--- config.mk ---
export PLATFORM = sky130hd
export DESIGN_NAME = scsi_regfront
export DESIGN_NICKNAME = d
export VERILOG_FILES = /design/src/rtl/scsi_rf_pkg.sv /design/src/rtl/scsi_rf_cmddec.sv /design/src/rtl/scsi_rf_fifo.sv /design/src/rtl/scsi_regfront.sv
export SDC_FILE = /design/constraint.sdc
export NUM_CORES = 1
export LEC_CHECK = 0
export BUFFER_PORTS_ARGS = -buffer_cell sky130_fd_sc_hd__buf_2
export CAP_MARGIN = 20
export CORE_MARGIN = 1
export CORE_UTILIZATION = 50
export DETAILED_ROUTE_END_ITERATION = 6
export GPL_TIMING_DRIVEN = 0
export PLACE_DENSITY_LB_ADDON = 0.2
export SLEW_MARGIN = 10
export SYNTH_ARGS = -nofsm -noshare
export SYNTH_HDL_FRONTEND = slang
export SYNTH_SLANG_ARGS = --single-unit
export TNS_END_PERCENT = 10
--- constraint.sdc ---
create_clock -name clk -period 3.8 [get_ports clk]
set_input_delay 0.57 -clock clk [delete_from_list [all_inputs] [get_ports clk]]
set_output_delay 0.57 -clock clk [all_outputs]
set_load 0.02 [all_outputs]
--- src/rtl/scsi_rf_pkg.sv ---
package scsi_rf_pkg;

  localparam int REG_AW = 4;

  // register addresses
  localparam logic [REG_AW-1:0] A_CNT_LO  = 4'd0;
  localparam logic [REG_AW-1:0] A_CNT_MID = 4'd1;
  localparam logic [REG_AW-1:0] A_FIFO    = 4'd2;
  localparam logic [REG_AW-1:0] A_CMD     = 4'd3;
  localparam logic [REG_AW-1:0] A_STAT    = 4'd4;
  localparam logic [REG_AW-1:0] A_CAUSE   = 4'd5;
  localparam logic [REG_AW-1:0] A_STEP    = 4'd6;
  localparam logic [REG_AW-1:0] A_FLAGS   = 4'd7;
  localparam logic [REG_AW-1:0] A_CONF1   = 4'd8;
  localparam logic [REG_AW-1:0] A_CLKCV   = 4'd9;
  localparam logic [REG_AW-1:0] A_CONF2   = 4'd11;
  localparam logic [REG_AW-1:0] A_CONF3   = 4'd12;
  localparam logic [REG_AW-1:0] A_CNT_HI  = 4'd14;
  localparam logic [REG_AW-1:0] A_SPERIOD = 4'd6;

  // status bits
  localparam int ST_PEND = 7;
  localparam int ST_TC   = 4;

  // cause bits
  localparam int CS_BUSRST = 7;
  localparam int CS_ILL    = 6;
  localparam int CS_DISC   = 5;
  localparam int CS_FDONE  = 3;

  // config-1 bit that suppresses the bus-reset interrupt
  localparam int CF1_NOREP = 6;

  typedef enum logic [2:0] {
    PH_DOUT = 3'd0,
    PH_DIN  = 3'd1,
    PH_CMD  = 3'd2,
    PH_STAT = 3'd3,
    PH_MOUT = 3'd6,
    PH_MIN  = 3'd7
  } bus_phase_e;

  typedef struct packed {
    logic nop;
    logic flush;
    logic chip_rst;
    logic bus_rst;
    logic atn_on;
    logic atn_off;
    logic msg_ok;
    logic seq;
    logic illegal;
    logic dma;
  } cmd_class_t;

endpackage

--- src/rtl/scsi_rf_cmddec.sv ---
module scsi_rf_cmddec
  import scsi_rf_pkg::*;
(
  input  logic [7:0] code,
  output cmd_class_t cls
);
  always_comb begin
    cls     = '0;
    cls.dma = code[7];
    case (code[6:0])
      7'h00: cls.nop      = 1'b1;
      7'h01: cls.flush    = 1'b1;
      7'h02: cls.chip_rst = 1'b1;
      7'h03: cls.bus_rst  = 1'b1;
      7'h12: cls.msg_ok   = 1'b1;
      7'h1A: cls.atn_on   = 1'b1;
      7'h1B: cls.atn_off  = 1'b1;
      7'h10, 7'h11, 7'h18,
      7'h41, 7'h42, 7'h43, 7'h44, 7'h46: cls.seq = 1'b1;
      default: cls.illegal = 1'b1;
    endcase
  end
endmodule

--- src/rtl/scsi_rf_fifo.sv ---
module scsi_rf_fifo #(
  parameter int DEPTH = 16,
  parameter int W     = 8
) (
  input  logic                       clk,
  input  logic                       rst_n,
  input  logic                       flush,
  input  logic                       push,
  input  logic [W-1:0]               push_data,
  input  logic                       pop,
  output logic [W-1:0]               head,
  output logic [$clog2(DEPTH+1)-1:0] count
);
  localparam int PTR_W = (DEPTH > 1) ? $clog2(DEPTH) : 1;
  localparam int CNT_W = $clog2(DEPTH+1);
  localparam logic [PTR_W-1:0] LAST = PTR_W'(DEPTH-1);
  localparam logic [CNT_W-1:0] FULL = CNT_W'(DEPTH);

  logic [W-1:0]     mem [DEPTH];
  logic [PTR_W-1:0] wp, rp;
  logic             do_push, do_pop;

  assign do_push = push && (count != FULL);
  assign do_pop  = pop  && (count != '0);
  assign head    = mem[rp];

  always_ff @(posedge clk) begin
    if (do_push && !flush) mem[wp] <= push_data;
  end

  always_ff @(posedge clk) begin
    if (!rst_n || flush) begin
      wp    <= '0;
      rp    <= '0;
      count <= '0;
    end else begin
      if (do_push) wp <= (wp == LAST) ? '0 : wp + 1'b1;
      if (do_pop)  rp <= (rp == LAST) ? '0 : rp + 1'b1;
      count <= count + CNT_W'(do_push) - CNT_W'(do_pop);
    end
  end

  assert_fifo_bound_R3: assert property (@(posedge clk) disable iff (!rst_n)
    count <= FULL);
  assert_fifo_full_drop_R3: assert property (@(posedge clk) disable iff (!rst_n)
    push && !pop && !flush && count == FULL |=> count == FULL);
  assert_fifo_empty_pop_R3: assert property (@(posedge clk) disable iff (!rst_n)
    pop && !push && !flush && count == '0 |=> count == '0);
endmodule

--- src/rtl/scsi_regfront.sv ---
module scsi_regfront
  import scsi_rf_pkg::*;
#(
  parameter int          FIFO_DEPTH = 16,
  parameter logic [2:0]  BUS_ID     = 3'd7
) (
  input  logic       clk,
  input  logic       rst_n,
  input  logic       host_rd,
  input  logic       host_wr,
  input  logic [3:0] host_addr,
  input  logic [7:0] host_wdata,
  output logic [7:0] host_rdata,
  output logic       irq,
  output logic       atn,
  output logic       linked,
  output logic       req_valid,
  input  logic       req_ready,
  output logic [7:0] req_cmd,
  input  logic       seq_done,
  input  logic [2:0] seq_phase,
  input  logic [2:0] seq_step,
  input  logic       seq_tc,
  input  logic [7:0] seq_cause
);
  localparam int NREG  = 1 << REG_AW;
  localparam int CNT_W = $clog2(FIFO_DEPTH+1);

  logic [7:0]       wr_q [NREG];
  logic [7:0]       cnt_lo_q, cnt_mid_q, cnt_hi_q;
  logic [7:0]       stat_q, cause_q;
  logic [2:0]       step_q;
  logic             atn_q, link_q, reqv_q, irq_q;
  logic [7:0]       reqc_q;

  logic [7:0]       cnt_lo_n, cnt_mid_n, cnt_hi_n, stat_n, cause_n, reqc_n;
  logic [2:0]       step_n;
  logic             atn_n, link_n, reqv_n;

  cmd_class_t       cls;
  logic             cmd_wr, soft_clr, cause_rd;
  logic [7:0]       fifo_head;
  logic [CNT_W-1:0] fifo_cnt;

  assign cmd_wr   = host_wr && (host_addr == A_CMD);
  assign soft_clr = cmd_wr && cls.chip_rst;
  assign cause_rd = host_rd && (host_addr == A_CAUSE);

  scsi_rf_cmddec u_dec (
    .code (host_wdata),
    .cls  (cls)
  );

  scsi_rf_fifo #(.DEPTH(FIFO_DEPTH), .W(8)) u_fifo (
    .clk       (clk),
    .rst_n     (rst_n),
    .flush     (cmd_wr && (cls.flush || cls.chip_rst)),
    .push      (host_wr && (host_addr == A_FIFO)),
    .push_data (host_wdata),
    .pop       (host_rd && (host_addr == A_FIFO)),
    .head      (fifo_head),
    .count     (fifo_cnt)
  );

  // next-state of the read-side registers
  always_comb begin
    stat_n    = stat_q;
    cause_n   = cause_q;
    step_n    = step_q;
    cnt_lo_n  = cnt_lo_q;
    cnt_mid_n = cnt_mid_q;
    cnt_hi_n  = cnt_hi_q;
    atn_n     = atn_q;
    link_n    = link_q;
    reqv_n    = reqv_q;
    reqc_n    = reqc_q;

    if (reqv_q && req_ready) reqv_n = 1'b0;

    if (seq_done) begin
      stat_n[ST_PEND] = 1'b1;
      if (seq_tc) stat_n[ST_TC] = 1'b1;
      stat_n[2:0]     = seq_phase;
      cause_n         = cause_q | seq_cause;
      step_n          = seq_step;
      link_n          = !seq_cause[CS_DISC];
    end

    if (cause_rd && stat_q[ST_PEND]) begin
      cause_n = '0;
      step_n  = '0;
      stat_n  = {5'b0, PH_CMD};
    end

    if (cmd_wr) begin
      cause_n[CS_BUSRST] = 1'b0;
      if (cls.dma) begin
        cnt_lo_n      = wr_q[A_CNT_LO];
        cnt_mid_n     = wr_q[A_CNT_MID];
        cnt_hi_n      = wr_q[A_CNT_HI];
        stat_n[ST_TC] = 1'b0;
      end
      if (cls.bus_rst) begin
        if (!wr_q[A_CONF1][CF1_NOREP]) stat_n[ST_PEND] = 1'b1;
        cause_n[CS_BUSRST] = 1'b1;
        cause_n[CS_FDONE]  = 1'b1;
        link_n             = 1'b0;
      end
      if (cls.atn_on)  atn_n = 1'b1;
      if (cls.atn_off) atn_n = 1'b0;
      if (cls.msg_ok) begin
        stat_n[ST_PEND]  = 1'b1;
        cause_n[CS_DISC] = 1'b1;
        step_n           = 3'd4;
        link_n           = 1'b0;
      end
      if (cls.seq) begin
        if (reqv_q && !req_ready) begin
          stat_n[ST_PEND] = 1'b1;
          cause_n[CS_ILL] = 1'b1;
        end else begin
          reqv_n = 1'b1;
          reqc_n = host_wdata;
        end
      end
      if (cls.illegal) begin
        stat_n[ST_PEND] = 1'b1;
        cause_n[CS_ILL] = 1'b1;
      end
    end
  end

  always_ff @(posedge clk) begin
    if (!rst_n || soft_clr) begin
      for (int i = 0; i < NREG; i++) wr_q[i] <= '0;
      wr_q[A_CNT_HI]  <= 8'h94;
      wr_q[A_CLKCV]   <= 8'h02;
      wr_q[A_SPERIOD] <= 8'h05;
      cnt_lo_q  <= '0;
      cnt_mid_q <= '0;
      cnt_hi_q  <= 8'h94;
      stat_q    <= '0;
      cause_q   <= '0;
      step_q    <= '0;
      atn_q     <= 1'b0;
      link_q    <= 1'b0;
      reqv_q    <= 1'b0;
      reqc_q    <= '0;
    end else begin
      if (host_wr && host_addr != A_FIFO) wr_q[host_addr] <= host_wdata;
      cnt_lo_q  <= cnt_lo_n;
      cnt_mid_q <= cnt_mid_n;
      cnt_hi_q  <= cnt_hi_n;
      stat_q    <= stat_n;
      cause_q   <= cause_n;
      step_q    <= step_n;
      atn_q     <= atn_n;
      link_q    <= link_n;
      reqv_q    <= reqv_n;
      reqc_q    <= reqc_n;
    end
  end

  always_ff @(posedge clk) begin
    if (!rst_n) irq_q <= 1'b0;
    else        irq_q <= stat_q[ST_PEND];
  end

  always_comb begin
    case (host_addr)
      A_CNT_LO:  host_rdata = cnt_lo_q;
      A_CNT_MID: host_rdata = cnt_mid_q;
      A_FIFO:    host_rdata = fifo_head;
      A_CMD:     host_rdata = wr_q[A_CMD];
      A_STAT:    host_rdata = stat_q;
      A_CAUSE:   host_rdata = cause_q;
      A_STEP:    host_rdata = {5'b0, step_q};
      A_FLAGS:   host_rdata = {step_q, 5'b0} + 8'(fifo_cnt);
      A_CONF1:   host_rdata = {wr_q[A_CONF1][7:3], BUS_ID};
      A_CLKCV, 4'd10, A_CONF2, A_CONF3:
                 host_rdata = wr_q[host_addr];
      A_CNT_HI:  host_rdata = cnt_hi_q;
      default:   host_rdata = 8'h00;
    endcase
  end

  assign irq       = irq_q;
  assign atn       = atn_q;
  assign linked    = link_q;
  assign req_valid = reqv_q;
  assign req_cmd   = reqc_q;

  assert_irq_rise_R6: assert property (@(posedge clk) disable iff (!rst_n)
    stat_q[ST_PEND] |=> irq);
  assert_irq_fall_R6: assert property (@(posedge clk) disable iff (!rst_n)
    !stat_q[ST_PEND] |=> !irq);
  assert_req_hold_R11: assert property (@(posedge clk) disable iff (!rst_n)
    req_valid && !req_ready && !soft_clr |=> req_valid && $stable(req_cmd));
  assert_cause_clear_R5: assert property (@(posedge clk) disable iff (!rst_n)
    cause_rd && stat_q[ST_PEND] && !seq_done |=> stat_q == 8'h02 && cause_q == 8'h00);
  assert_busrst_R7: assert property (@(posedge clk) disable iff (!rst_n)
    cmd_wr && cls.bus_rst |=> cause_q[CS_BUSRST] && cause_q[CS_FDONE] && !linked);
  assert_msgok_R8: assert property (@(posedge clk) disable iff (!rst_n)
    cmd_wr && cls.msg_ok && !seq_done |=> stat_q[ST_PEND] && step_q == 3'd4 && !linked);
  assert_one_class_R9: assert property (@(posedge clk) disable iff (!rst_n)
    cmd_wr |-> $onehot0({cls.nop, cls.flush, cls.chip_rst, cls.bus_rst, cls.atn_on,
                         cls.atn_off, cls.msg_ok, cls.seq, cls.illegal}));
endmodule

### Yosys cells after proc, flatten, opt, wreduce, memory -nomap -nowiden

Memory sizes are Yosys's and may differ from the RTL's. A register that Yosys moved wholly into a read port is not among the register bits.
Index checks and enable logic that the tools add are counted.

* word-level logic and storage cells: 155
* RAM bits: 256
* memories: 2
* register bits: 41
* ROM bits: 0
* bits of input ports: 33
* bits in latches: 0

* $lt $le $gt $ge: 0
* divide/modulo/power cells: 0
* muxes and demuxes: 63
* bitwise gates (word level): 5
* multipliers: 0
* $add $sub $neg: 5
* equality and inequality tests: 31
* reductions and logical operators: 34
* shift operators: 0

Memories
* u_fifo.mem: depth 16, bits a word 8, rd ports 1, clocked after Yosys merged registers in 1, wr ports 1, RTL line scsi_rf_fifo.sv:19 `logic [W-1:0] mem [DEPTH];`
* wr_q: depth 16, bits a word 8, rd ports 6, clocked after Yosys merged registers in 3, wr ports 16, RTL line scsi_regfront.sv:29 `logic [7:0] wr_q [NREG];`

Operators with widths (number)
* $pmux 8 s11: 1
* $mux 8: 7
* $mux 1: 44
* $eq 7x5->1 const B: 6
* $eq 7x7->1 const B: 5
* $eq 4x4->1 const B: 8
* $mux 4: 5
* $mux 3: 6
* $eq 4x3->1 const B: 4
* $reduce_or 8->1: 2
* $reduce_or 15->1: 1
* $eq 7x2->1 const B: 2
* $logic_and 1x1->1: 13
* $add 4x1->4 const B: 2
* $add 8x5->8: 1
* $eq 4x2->1 const B: 2
* $or 8x8->8: 1
* $eq 7x1->1 const B: 1
* $logic_not 7->1: 1
* $add 5x1->5: 1
* $ne 5x5->1 const B: 1
* $reduce_bool 5->1: 1
* $sub 5x1->5: 1
* $eq 4x1->1 const B: 1
* 12 further kinds: 21

### Logic depth before layout (Yosys ltp)

* depth in word-level cells: 11
* depth in mapped cells: 15
* gate-level depth less buffers: 14

### Modules after synthesis

A second synthesis with hierarchy kept.

* cells, all modules: 875
* area, all modules: 11671.2 µm²

Modules (own cells, without submodules)
* scsi_rf_fifo: cells an instance 307, instances 1, area an instance 5819.3 µm²
* scsi_regfront: cells an instance 542, instances 1, area an instance 5709.2 µm²
* scsi_rf_cmddec: cells an instance 26, instances 1, area an instance 142.6 µm²

### Least setup slack after synthesis

No wires, ideal clock.

* path type: reg2reg
* start point: register u_fifo.count[3]
* end point: register u_fifo.count[4]
* stages on the path, launching flop included: 16
* required time: 3.729 ns
* slack: 1.075 ns
* arrival: 2.654 ns
* buffers on the path: 1
* library setup time: 0.071 ns
* clock period less this slack: 2.725 ns
* cells stage by stage: dfxtp_1 -> inv_1 -> ha_1 -> or4b_1 -> and3_1 -> buf_2 -> nor2b_1 -> a21o_1 -> ha_1 -> inv_1 -> fa_1 -> inv_1 -> a21oi_1 -> nor2_1 -> or3_1 -> a21oi_1

* word-level cells in the longest chain between the ends: 4
* elaborated cells between the ends (all ways): 6

RTL lines
* start: declaration: RTL line scsi_rf_fifo.sv:12 `output logic [$clog2(DEPTH+1)-1:0] count`
* start signal: assignment: RTL line scsi_rf_fifo.sv:39 `count <= count + CNT_W'(do_push) - CNT_W'(do_pop);`
* $ne 5x5->1: RTL line scsi_rf_fifo.sv:23 `assign do_push = push && (count != FULL);`
* $logic_and 1x1->1: RTL line scsi_rf_fifo.sv:23
* $add 5x1->5: RTL line scsi_rf_fifo.sv:39
* $sub 5x1->5 *: RTL line scsi_rf_fifo.sv:39

Mark *: on every way between the ends. The rest lies on a longest branch, timed or not.
A chain may end at the register's enable or synchronous reset.

### Final worst setup path

* start point: input host_addr[0]
* end point: output host_rdata[5]

* word-level cells in the longest chain between the ends: 3
* elaborated cells between the ends (all ways): 17

RTL lines
* start: declaration: RTL line scsi_regfront.sv:11 `input logic [3:0] host_addr,`
* branches (longest 2 deep; another with $mem_v2 16x8)
* $pmux 8 s11 *: RTL line scsi_regfront.sv:170 `case (host_addr)`
* end: declaration: RTL line scsi_regfront.sv:13 `output logic [7:0] host_rdata,`

Every way passes the cells marked *.

==> impl_metrics.toml <==
[run_status]
status = "completed"

[route]
drt-pass1-iter-count = 5
drt_iter0_markers = 814
drt-total-wl_mm = 29.2
routed_via_density = 5.76
antenna_left = 0
detailroute.via_count = 7547
drcViolationCount = 0
wl_per_cell_um = 22.3

[yosys]
synth_ff_type = "edfxtp_1"
avgSynthCellArea_um2 = 13.1
syn-instance-count = 889
synth_seq_cells = 266
ys_top_cells_by_count = "edfxtp_1, nand2_1, dfxtp_1, and2_1, nor2_1"
synth_fa_ha_area_share_pct = 1.25
synth_xor_xnor_area_share_pct = 0.601
synthTopCellsByArea = "edfxtp_1, dfxtp_1, mux4_2"
ys_async_sr_fraction_pct = 0
syn-num-nets = 933
synthesis.area_um2 = 11700
ys_seq_area_share_pct = 62.6
ys_types = 66
synth_edf_count = 197
synth_compound_area_share_pct = 7.71
yosysTopAreaCell = "edfxtp_1"
synth_top_area_share_pct = 50.8
yosys.area_share.simple_pct = 13.3
synth_warnings = 0
synth_top_family_by_area = "simple AND/OR/NAND/NOR gates"
synth_most_common_cell = "edfxtp_1"
muxShareOfSynthArea_pct = 10.6

[setup_path]
cp.arrival_ps = 3050
cp_top_family = "buffers and inverters"
crit_path_frequent_cell = "buf_2"
crit_buf_inv = 5
rrSetupSlack_ps = 760
reg2reg_depth = 15
path_class = "in2out"
worstSetupStartpointType = "input pin"
cp_num_cells = 9
max_stage_delay_ps = 560
required_ps = 3230
critPathSlowestCell = "a211oi_1"
end_kind = "output port"
cp_max_fo = 10
crit_chain = "buf_2 > buf_2 > buf_4 > buf_2 > mux2i_1 > o22ai_1 > a211oi_1 > o221ai_1 > buf_2"

[floorplanning]
die_w_um = 155
fp.dieH_um = 155
start_util_pct = 51.2
num_io_pins = 53
coreArea_um2 = 22800
rows = 55
die_area_um2 = 23900

[sta]
worst_slack_ps = 180
worst_slew_pin_slew_ps = 1020
fmax_mhz = 276
setup_viol = 0
finalSetupTns_ps = 0
rsz0062_at_grt = "false"
hold_viol_final = 0
slew_headroom_pct = 31.5
finalClockSkew_ps = 12.5
min_period_over_period_pct = 95.3
slew_viol_final = 0
fin_crit_ps = 3620

[grt]
grt_max_degree = 24
gr-usage-all-layers_pct = 25.1
grt-ovfl-total = 0
grt_first_pass_wirelength_mm = 44.1
grt_pass1_vias = 7353
antenna_found_initial = 1

[place]
dp_hpwl_mm = 21.1
port-buffer-count = 49
pre_cts_slack_ps = 305
gp_congestion = 0.972

[min_path]
holdPathStages = 3
min_path_type = "in2reg"

[clock_tree]
cts.hold.buffers_added = 0
cts_sinks = 266
cts_root_buffer = "clkbuf_16"
clk-insertion-delay-late_ps = 530
clk_pin_slew_ps = 60
clk_path_buf_depth = 3
cts_setup_buffers = 0
ctsHtreeMaxLevel = 1
cts_tree = "done"
ctsResizeCount = 0
cts_buffers = 28

[pwr]
leakage_nw = 4.56
power_density_nw_per_um2 = 473
ir_worst_vdd_v = 0.000294
power_mw = 6.26

[final_layout]
nets = 1019
drive_above_1_share_pct = 17.9
area_growth_syn_to_layout_pct = 13.7
n_antenna_cell = 0
fill_cells = 1829

[flow_run]
maxCapViolCount = 0
==> metrics by stage <==
step	util (%)	cells	area, µm²	hold WS, ps
after floorplan	-	889	11700	431
after global placement	54.0	1251	12300	438
after detailed placement	54.2	1256	12300	444
after CTS	58.1	1308	13200	254
after global routing	58.2	1310	13200	271
final	58.2	1310	13200	268
==> worst reg2reg max path: cells and delay by family, from the launching register on <==
family	cells	cell delay, ps
AND/OR/NAND/NOR	5	1190
adder cells (fa/ha/maj)	3	560
AO/OA/AOI/OAI	3	430
buffers and inverters	4	410
flip-flops	1	390
==> state kept, by name (all words and copies together), names as in the netlist, 3 cells and up, named ones only <==
signal and count:
u_fifo.rp 4, wr_q 69, u_fifo.mem 128, cnt_lo_q 8, step_q 3, req_cmd 8, u_fifo.count 5, cnt_hi_q 8
u_fifo.wp 4, cause_q 8, cnt_mid_q 8, stat_q 5
==> report_power, final <==
| part | internal (mW) | switching (mW) |
|---|---|---|
| Sequential | 3.18 | 0.0446 |
| Combinational | 0.145 | 0.263 |
| Clock | 1.53 | 1.09 |
==> final timing paths <==
check                       start         endpoint
hold reg to reg       wr_q[14][7]      cnt_hi_q[7]
hold / removal       seq_cause[1]       cause_q[1]
setup / recovery     host_addr[0]    host_rdata[5]
setup reg to reg  u_fifo.count[2]  u_fifo.count[4]
==> kinds of logic after synthesis <==
| kind of cell | count (synthesis) |
|---|---|
| and+or+nand+nor | 301 |
| DFF | 266 |
| AOI/OAI and AO/OA | 136 |
| buffers and inverters | 85 |
| muxes | 82 |
| adders and majority gates | 11 |
| xor gates and xnor gates | 8 |
==> layout make-up <==
cell class	instances	area [µm²]	share of cell area, %
repair buffers	56	290	2.19
well taps	313	392	2.96
plain buffers	67	380	2.87
multi-input cells	538	3930	29.7
flip-flops and latches	266	7300	55.1
inverters	18	67.6	0.510
clock buffers	45	851	6.42
clock inverters	7	41.3	0.312
==> routing by layer <==
| metal | vias to the layer above | part of all wire, % | global-route usage [%] | wire length, µm |
|---|---|---|---|---|
| met2 | 317 | 44 | 37.0 | 12700 |
| met1 | 3698 | 45 | 37.3 | 13300 |
| met3 | 59 | 8.4 | 5.18 | 2450 |
| met5 | - | 0 | 0 | 0 |
| met4 | 0 | 2.6 | 8.20 | 752 |
| li1 | 3473 | - | - | - |
==> cell usage in the layout (no fill, tap or decap), drive strengths merged, types with 4 or more instances in the layout <==
cell	n
clkbuf	75
nand4	5
o22ai	13
and3	9
a21oi	45
nand2	76
nand3	14
a22o	5
o32ai	4
o21ai	22
nor2b	11
and2	62
or3	8
mux4	31
ha	10
nand2b	14
buf	93
nor2	64
dfxtp	69
xor2	5
inv	19
mux2i	49
clkinv	6
a31oi	6
edfxtp	197
nor3	23
a22oi	13
Power figures use the tool's default switching activity.
